$ cat src/rtl/split_word_pkg.sv
package split_word_pkg;

    typedef enum logic [1:0] {
        ST_IDLE   = 2'd0,
        ST_FIRST  = 2'd1,
        ST_SECOND = 2'd2
    } split_state_e;

    typedef enum logic [1:0] {
        ACC_BYTE     = 2'd0,
        ACC_WORD_EVN = 2'd1,
        ACC_WORD_ODD = 2'd2
    } access_kind_e;

    localparam int LANES = 2;

    localparam logic [LANES-1:0] LANE_LO   = 2'b01;
    localparam logic [LANES-1:0] LANE_HI   = 2'b10;
    localparam logic [LANES-1:0] LANE_BOTH = 2'b11;

endpackage

$ cat src/rtl/split_word_decode.sv
module split_word_decode
    import split_word_pkg::*;
#(
    parameter int ADDR_W = 20
) (
    input  logic              word,
    input  logic [ADDR_W-1:0] addr,
    output access_kind_e      kind,
    output logic [ADDR_W-2:0] waddr_first,
    output logic [ADDR_W-2:0] waddr_second,
    output logic [LANES-1:0]  lane_first,
    output logic [LANES-1:0]  lane_second
);

    logic [ADDR_W-1:0] addr_next;

    // Carry past the top of the space wraps to zero.
    assign addr_next = addr + ADDR_W'(1);

    always_comb begin
        if (!word) begin
            kind = ACC_BYTE;
        end else if (addr[0]) begin
            kind = ACC_WORD_ODD;
        end else begin
            kind = ACC_WORD_EVN;
        end
    end

    assign waddr_first  = addr[ADDR_W-1:1];
    assign waddr_second = addr_next[ADDR_W-1:1];

    always_comb begin
        lane_second = LANE_LO;
        unique case (kind)
            ACC_BYTE:     lane_first = addr[0] ? LANE_HI : LANE_LO;
            ACC_WORD_EVN: lane_first = LANE_BOTH;
            ACC_WORD_ODD: lane_first = LANE_HI;
            default:      lane_first = LANE_BOTH;
        endcase
    end

endmodule

$ cat src/rtl/split_word_pacer.sv
module split_word_pacer #(
    parameter int CYC_CLKS = 4
) (
    input  logic clk,
    input  logic rst_n,
    input  logic run,
    output logic last
);

    localparam int PH_W = (CYC_CLKS > 1) ? $clog2(CYC_CLKS) : 1;
    localparam logic [PH_W-1:0] PH_END = PH_W'(CYC_CLKS - 1);

    logic [PH_W-1:0] phase;

    assign last = run && (phase == PH_END);

    always_ff @(posedge clk or negedge rst_n) begin
        if (!rst_n) begin
            phase <= '0;
        end else if (!run || last) begin
            phase <= '0;
        end else begin
            phase <= phase + PH_W'(1);
        end
    end

endmodule

$ cat src/rtl/split_word_lanes.sv
module split_word_lanes
    import split_word_pkg::*;
#(
    parameter int BYTE_W = 8
) (
    input  logic                  active,
    input  logic                  second,
    input  access_kind_e          kind,
    input  logic [2*BYTE_W-1:0]   wdata,
    output logic [2*BYTE_W-1:0]   lane_data
);

    logic [BYTE_W-1:0] lo_byte;
    logic [BYTE_W-1:0] hi_byte;

    assign lo_byte = wdata[BYTE_W-1:0];
    assign hi_byte = wdata[2*BYTE_W-1:BYTE_W];

    always_comb begin
        lane_data = '0;
        if (active) begin
            unique case (kind)
                ACC_BYTE:     lane_data = {lo_byte, lo_byte};
                ACC_WORD_EVN: lane_data = wdata;
                ACC_WORD_ODD: lane_data = second ? {{BYTE_W{1'b0}}, hi_byte}
                                                 : {lo_byte, {BYTE_W{1'b0}}};
                default:      lane_data = wdata;
            endcase
        end
    end

endmodule

$ cat src/rtl/split_word_gather.sv
module split_word_gather
    import split_word_pkg::*;
#(
    parameter int BYTE_W = 8
) (
    input  logic                clk,
    input  logic                rst_n,
    input  logic                capture,
    input  logic                second,
    input  access_kind_e        kind,
    input  logic                addr_lsb,
    input  logic [2*BYTE_W-1:0] rdata,
    output logic                rd_valid,
    output logic [2*BYTE_W-1:0] rd_data
);

    logic [BYTE_W-1:0] lo_hold;
    logic [BYTE_W-1:0] rd_lo;
    logic [BYTE_W-1:0] rd_hi;
    logic              final_cap;

    assign rd_lo = rdata[BYTE_W-1:0];
    assign rd_hi = rdata[2*BYTE_W-1:BYTE_W];
    assign final_cap = capture && ((kind != ACC_WORD_ODD) || second);

    always_ff @(posedge clk or negedge rst_n) begin
        if (!rst_n) begin
            lo_hold <= '0;
        end else if (capture && !second && kind == ACC_WORD_ODD) begin
            lo_hold <= rd_hi;
        end
    end

    always_ff @(posedge clk or negedge rst_n) begin
        if (!rst_n) begin
            rd_valid <= 1'b0;
            rd_data  <= '0;
        end else begin
            rd_valid <= final_cap;
            if (final_cap) begin
                unique case (kind)
                    ACC_BYTE:     rd_data <= {{BYTE_W{1'b0}}, addr_lsb ? rd_hi : rd_lo};
                    ACC_WORD_EVN: rd_data <= rdata;
                    ACC_WORD_ODD: rd_data <= {rd_lo, lo_hold};
                    default:      rd_data <= rdata;
                endcase
            end
        end
    end

endmodule

$ cat src/rtl/split_word_port.sv
module split_word_port
    import split_word_pkg::*;
#(
    parameter int ADDR_W   = 20,
    parameter int BYTE_W   = 8,
    parameter int CYC_CLKS = 4
) (
    input  logic                clk,
    input  logic                rst_n,
    input  logic                req_valid,
    input  logic                req_write,
    input  logic                req_word,
    input  logic [ADDR_W-1:0]   req_addr,
    input  logic [2*BYTE_W-1:0] req_wdata,
    output logic                busy,
    output logic                rd_valid,
    output logic [2*BYTE_W-1:0] rd_data,
    output logic                mem_cyc,
    output logic                mem_last,
    output logic [ADDR_W-2:0]   mem_addr,
    output logic [1:0]          mem_lane,
    output logic                mem_we,
    output logic [2*BYTE_W-1:0] mem_wdata,
    input  logic [2*BYTE_W-1:0] mem_rdata
);

    localparam int DATA_W = 2 * BYTE_W;

    split_state_e      state_q;
    split_state_e      state_d;
    logic              accept;
    logic              cyc_end;
    logic              in_second;

    logic              we_q;
    logic              word_q;
    logic [ADDR_W-1:0] addr_q;
    logic [DATA_W-1:0] wdata_q;

    access_kind_e      kind;
    logic [ADDR_W-2:0] waddr_first;
    logic [ADDR_W-2:0] waddr_second;
    logic [LANES-1:0]  lane_first;
    logic [LANES-1:0]  lane_second;

    assign accept    = (state_q == ST_IDLE) && req_valid;
    assign in_second = (state_q == ST_SECOND);

    // Request hold register: loaded only when a request is taken.
    always_ff @(posedge clk or negedge rst_n) begin
        if (!rst_n) begin
            we_q    <= 1'b0;
            word_q  <= 1'b0;
            addr_q  <= '0;
            wdata_q <= '0;
        end else if (accept) begin
            we_q    <= req_write;
            word_q  <= req_word;
            addr_q  <= req_addr;
            wdata_q <= req_wdata;
        end
    end

    split_word_decode #(
        .ADDR_W (ADDR_W)
    ) u_decode (
        .word         (word_q),
        .addr         (addr_q),
        .kind         (kind),
        .waddr_first  (waddr_first),
        .waddr_second (waddr_second),
        .lane_first   (lane_first),
        .lane_second  (lane_second)
    );

    split_word_pacer #(
        .CYC_CLKS (CYC_CLKS)
    ) u_pacer (
        .clk   (clk),
        .rst_n (rst_n),
        .run   (mem_cyc),
        .last  (cyc_end)
    );

    // State register.
    always_ff @(posedge clk or negedge rst_n) begin
        if (!rst_n) begin
            state_q <= ST_IDLE;
        end else begin
            state_q <= state_d;
        end
    end

    // Transitions.
    always_comb begin
        state_d = state_q;
        unique case (state_q)
            ST_IDLE: begin
                if (accept) begin
                    state_d = ST_FIRST;
                end
            end
            ST_FIRST: begin
                if (cyc_end) begin
                    state_d = (kind == ACC_WORD_ODD) ? ST_SECOND : ST_IDLE;
                end
            end
            ST_SECOND: begin
                if (cyc_end) begin
                    state_d = ST_IDLE;
                end
            end
            default: state_d = ST_IDLE;
        endcase
    end

    // Port outputs decoded from the state.
    always_comb begin
        mem_cyc  = 1'b0;
        mem_addr = '0;
        mem_lane = '0;
        unique case (state_q)
            ST_IDLE: begin
                mem_cyc = 1'b0;
            end
            ST_FIRST: begin
                mem_cyc  = 1'b1;
                mem_addr = waddr_first;
                mem_lane = lane_first;
            end
            ST_SECOND: begin
                mem_cyc  = 1'b1;
                mem_addr = waddr_second;
                mem_lane = lane_second;
            end
            default: mem_cyc = 1'b0;
        endcase
        busy     = mem_cyc;
        mem_we   = mem_cyc && we_q;
        mem_last = cyc_end;
    end

    split_word_lanes #(
        .BYTE_W (BYTE_W)
    ) u_lanes (
        .active    (mem_cyc && we_q),
        .second    (in_second),
        .kind      (kind),
        .wdata     (wdata_q),
        .lane_data (mem_wdata)
    );

    split_word_gather #(
        .BYTE_W (BYTE_W)
    ) u_gather (
        .clk      (clk),
        .rst_n    (rst_n),
        .capture  (cyc_end && !we_q),
        .second   (in_second),
        .kind     (kind),
        .addr_lsb (addr_q[0]),
        .rdata    (mem_rdata),
        .rd_valid (rd_valid),
        .rd_data  (rd_data)
    );

endmodule

$ cat config.mk
export PLATFORM = sky130hd
export DESIGN_NAME = split_word_port
export DESIGN_NICKNAME = d
export VERILOG_FILES = /design/src/rtl/split_word_pkg.sv /design/src/rtl/split_word_decode.sv /design/src/rtl/split_word_pacer.sv /design/src/rtl/split_word_lanes.sv /design/src/rtl/split_word_gather.sv /design/src/rtl/split_word_port.sv
export SDC_FILE = /design/constraint.sdc
export NUM_CORES = 1
export LEC_CHECK = 0
export BUFFER_PORTS_ARGS = -buffer_cell sky130_fd_sc_hd__buf_2
export CAP_MARGIN = 40
export CELL_PAD_IN_SITES_DETAIL_PLACEMENT = 0
export CELL_PAD_IN_SITES_GLOBAL_PLACEMENT = 1
export CORE_AREA = 5 5 105 107
export DETAILED_ROUTE_END_ITERATION = 16
export DIE_AREA = 0 0 110 112
export HOLD_SLACK_MARGIN = 0.06
export PLACE_DENSITY_LB_ADDON = 0.08
export SLEW_MARGIN = 25
export SYNTH_ARGS = -nofsm -noshare
export SYNTH_HDL_FRONTEND = slang
export SYNTH_SLANG_ARGS = --single-unit
$ cat constraint.sdc
create_clock -name clk -period 2.6 [get_ports clk]
set_clock_uncertainty 0.2 [all_clocks]
set_input_delay 0.78 -clock clk [delete_from_list [all_inputs] [get_ports clk]]
set_output_delay 0.78 -clock clk [all_outputs]
set_load 0.005 [all_outputs]
Word level (Yosys, flattened, before mapping)

Cells that the tools add are included.

Bits in registers: 67
Input bits: 57
Output and inout port bits: 58
Word-level logic and storage cells: 52

Add/subtract/negate cells: 2
Equal/unequal tests: 8
Multiplexer cells: 17
Reductions and logical operators: 16

Operator list:

| kind                    | count |
|---|---|
| $pmux W16 S2            | 2 |
| $pmux W19 S2            | 1 |
| $mux W16                | 2 |
| $add A20 B1 Y20 const B | 1 |
| $mux W2                 | 7 |
| $mux W8                 | 1 |
| $ne A2 B2 Y1 const B    | 4 |
| $pmux W2 S2             | 2 |
| $logic_and A1 B1 Y1     | 7 |
| $eq A2 B2 Y1 const B    | 3 |
| $pmux W2 S3             | 1 |
| $logic_not A2 Y1        | 2 |
| $logic_not A1 Y1        | 3 |
| $reduce_and A3 Y1       | 1 |
| $add A2 B1 Y2 const B   | 1 |
| $eq A2 B1 Y1 const B    | 1 |
| $logic_or A1 B1 Y1      | 2 |
| $reduce_or A2 Y1        | 1 |
| $mux W1                 | 1 |

Depth between registers and ports, before layout

Depth after elaboration: 7
Mapped depth: 8
Depth with buffers taken out: 6

Hierarchy

Synthesis repeated with hierarchy kept, for this count alone.

Cell total of the unflattened synthesis: 394
Area total of the unflattened synthesis: 4,270.3 um2

By module, submodules not included:

| module            | instances | cells an instance | area an instance (um2) | sequential area each (um2) |
|---|---|---|---|---|
| split_word_port   | 1         | 147               | 1,999.4                | 1,001.0 |
| split_word_gather | 1         | 112               | 1,306.3                | 625.6 |
| split_word_decode | 1         | 73                | 546.8                  | 0.0 |
| split_word_lanes  | 1         | 56                | 326.6                  | 0.0 |
| split_word_pacer  | 1         | 6                 | 91.3                   | 50.0 |

Worst setup path after synthesis

OpenSTA, ideal clock, no wires.

Kind: flip-flop to output port
Start: register state_q[0]
End: output port mem_addr[14]
Data arrival time: 1.603 ns
Data required time: 1.620 ns
Path slack: 0.017 ns
Stages on the path, launching flop included: 8
Path buffers: 2
Path through: dfrtp_1 > inv_1 > ha_1 > buf_6 > and2_1 > clkbuf_1 > o311ai_0 > o41ai_1

Longest elaborated chain between the ends: 2
Elaborated cells between the ends (all ways): 3
Those cells by class: 2 x eq/ne; 1 x mux

Ends and longest elaborated chain:

| item                                         | line                   | text |
|---|---|---|
| from (decl)                                  | split_word_port.sv:29  | `split_state_e state_q;` |
| from (signal assigned)                       | split_word_port.sv:90  | `state_q <= state_d;` |
| $eq A2 B2 Y1 or $eq A2 B1 Y1 (tied branches) | split_word_port.sv:122 | `unique case (state_q)` |
| $pmux W19 S2 *                               | split_word_port.sv:122 |  |
| to (decl)                                    | split_word_port.sv:20  | `output logic [ADDR_W-2:0] mem_addr,` |

Mark *: on every way between the ends. The rest lies on a longest branch, timed or not.

Final worst setup path

Start: register state_q[0]
End: output port mem_addr[10]

The elaborated chain is that of the path after synthesis.

==> impl_metrics.toml <==
[status]
violations = "negative setup slack"
outcome = "finished, violations left"

[critical_path]
cp.required_ns = 1.62
start_kind = "register"
crit_path_end_kind = "primary output"
cp.arrival_ns = 1.87
cp_max_fo = 5
path_class = "reg -> out"

[cells_and_area]
drive_gt1_share_pct = 56.1
nNetsFinal = 565
fin_area_sq_mm = 0.00521
n_fill_cell = 993
diodes = 0
synthToLayoutAreaGrowth_pct = 38.7

[synthesis]
synthTopCellsByArea = "dfrtp_1, mux2_2, mux2i_1"
syn_area_per_cell_sq_um = 10.7
synth.most_common_cell = "dfrtp_1"
synth_fp_nets = 415
syn-instance-count = 353
yosys_warnings = 0
ys_async_sr_fraction_pct = 100
synth_ff_type = "dfrtp_1"
yosysSeqAreaShare_pct = 44.6
synth-edff-count = 0
netlist_area_sq_mm = 0.00376
yosysUniqueCellTypes = 43
yosys_register_bits = 67
synth_top_area_share_pct = 44.6
synth.largest_area_cell = "dfrtp_1"
yosys-top-cells-count = "dfrtp_1, mux2_2, nand2_1"

[clock_network]
cts_tree = "yes"
cts.sinks = 67
cts.clk_slew.worst_paths_ns = 0.07
ctsHtreeMaxLevel = 3
clock_latency_ns = 0.33
clk_path_buf_depth = 2
numCtsBuffers = 9
clockRootBuffer = "clkbuf_8"

[die]
die_area_sq_mm = 0.0123
die_x_um = 110
core_area_sq_mm = 0.0100
initial_core_util_pct = 37.4
die_h_um = 112
rows = 37
num_io_pins = 115

[placed_design]
post-dp-hpwl_um = 7080
placed_cell_area_sq_mm = 0.00468
place_congestion = 0.788
io_buffers = 114

[grt]
antenna_found_initial = 0
grt_pass1_wl_um = 16800
grt_max_degree = 68
grt_pass1_vias = 3427
gr-total-overflow = 0
track_usage_pct = 17.1

[sta]
setup_tns_ns = -5.85
tightest_slew_ns = 0.367
drv_slew = 0
setup_viol = 37
fin_crit_ns = 2.85
holdWs_ns = 0.249
hold_viol_final = 0
final.period_utilization_pct = 110
rsz0062_at_grt = "yes"
fmax_mhz = 350
setup_slack_ns = -0.254
maxSlewHeadroom_pct = 75.3

[drt]
route.detailed.wl_per_inst_um = 15.5
initialDrtViolationCount = 127
vias_per_cell = 5.03
drc = 0
num_vias = 3242
route.antenna.remaining_nets = 0
routed_wl_um = 9990
drt-pass1-iter-count = 4

[pwr]
total_power_uw = 6250
ir_drop_mv = 0.504
cellLeakagePower_uw = 0.00249
power.density_mw_per_mm2 = 1200

[job]
max-cap-violations = 0

[worst_hold_path]
holdCritPathClass = "in -> async"
cell type report:
cell class | instances | area [sq um] | share of cell area [%]
clock buffers | 14 | 163 | 3.12
well taps | 136 | 170 | 3.26
repair buffers | 164 | 1020 | 19.6
flip-flops and latches | 67 | 1680 | 32.2
inverters | 7 | 26.3 | 0.504
multi-input cells | 254 | 2150 | 41.2
clock inverters | 2 | 10.0 | 0.192
power by group:
part | switching (uW) | internal, uW
registers | 371 | 1520
logic | 1700 | 1880
clock network | 379 | 397
total | 2450 | 3790
cell families after synthesis:
| group | after synthesis | share of synthesized area (%) |
|---|---|---|
| and+or+nand+nor | 98 | 14.2 |
| muxes | 79 | 23.1 |
| AOI/OAI and AO/OA | 72 | 11.8 |
| DFF | 67 | 44.6 |
| buffers and inverters | 32 | 4.69 |
| adders and majority gates | 5 | 1.66 |
worst max-delay path: stages, from the launching register on:
cell and delay [ns]:
dfrtp_1 0.37, inv_2 0.07, ha_4 0.29, buf_6 0.10
and2_4 0.16, buf_6 0.13, a41oi_2 0.10, a31oi_1 0.18
buf_2 0.14
layout by cell type (no fill, tap or decap), drive strengths merged:
cell	instances
o31ai	4
or4	3
nand2	27
clkinv	2
a22o	1
inv	7
nor3	2
nand2b	1
a31oi	6
a211oi	1
and3	3
ha	5
o21ai	21
a22oi	8
mux2i	17
and3b	1
a31o	1
a21oi	21
nand3	14
nor4	1
nor3b	1
o311ai	4
mux2	62
buf	164
dfrtp	67
a41oi	2
nor2	20
o41ai	1
clkbuf	14
and4	3
nand4	7
and2	5
o211ai	2
nor2b	10
final timing paths:
path	from	end	slack, ns	depth (start not counted)
setup / recovery	state_q[0]	mem_addr[10]	-0.25	8
hold / removal	rst_n	addr_q[7]	0.25	2
setup reg to reg	state_q[0]	u_gather.lo_hold[4]	0.18	9
hold reg to reg	u_pacer.phase[0]	u_pacer.phase[0]	0.25	1
max in group asynchronous	rst_n	wdata_q[13]	1.63	2
min in group clk	u_pacer.phase[0]	u_pacer.phase[0]	0.25	1
what timing repair did:
action,CTS,global route
buffers inserted,8,2
endpoints found under the setup margin,39,38
pin swaps,21,11
hold buffers,0,0
gates resized for setup,51,26
cloned,1,0
through the flow:
step | setup slack [ns] | instances | util [%]
after detailed placement | -0.0205 | 617 | 46.6
final | -0.254 | 644 | 51.9
after global placement | -0.0394 | 617 | 46.6
after floorplan | 0.0172 | 353 | -
after CTS | -0.291 | 642 | 50.8
after global routing | -0.359 | 644 | 51.9
flip-flops by register name, indices dropped and copies added (netlist names):
register,flops
addr_q,20
wdata_q,16
u_pacer.phase,2
we_q,1
word_q,1
u_gather.rd_data,16
u_gather.lo_hold,8
state_q,2
u_gather.rd_valid,1
per-layer routing:
layer | up-vias | global-route usage (%) | routed length [um]
li1 | 1588 | - | -
met1 | 1568 | 20.7 | 4100
met2 | 80 | 30.2 | 5240
met3 | 6 | 4.29 | 560
met4 | 0 | 3.99 | 87
met5 | - | 0 | 0
(Power assumes the default switching activity.)
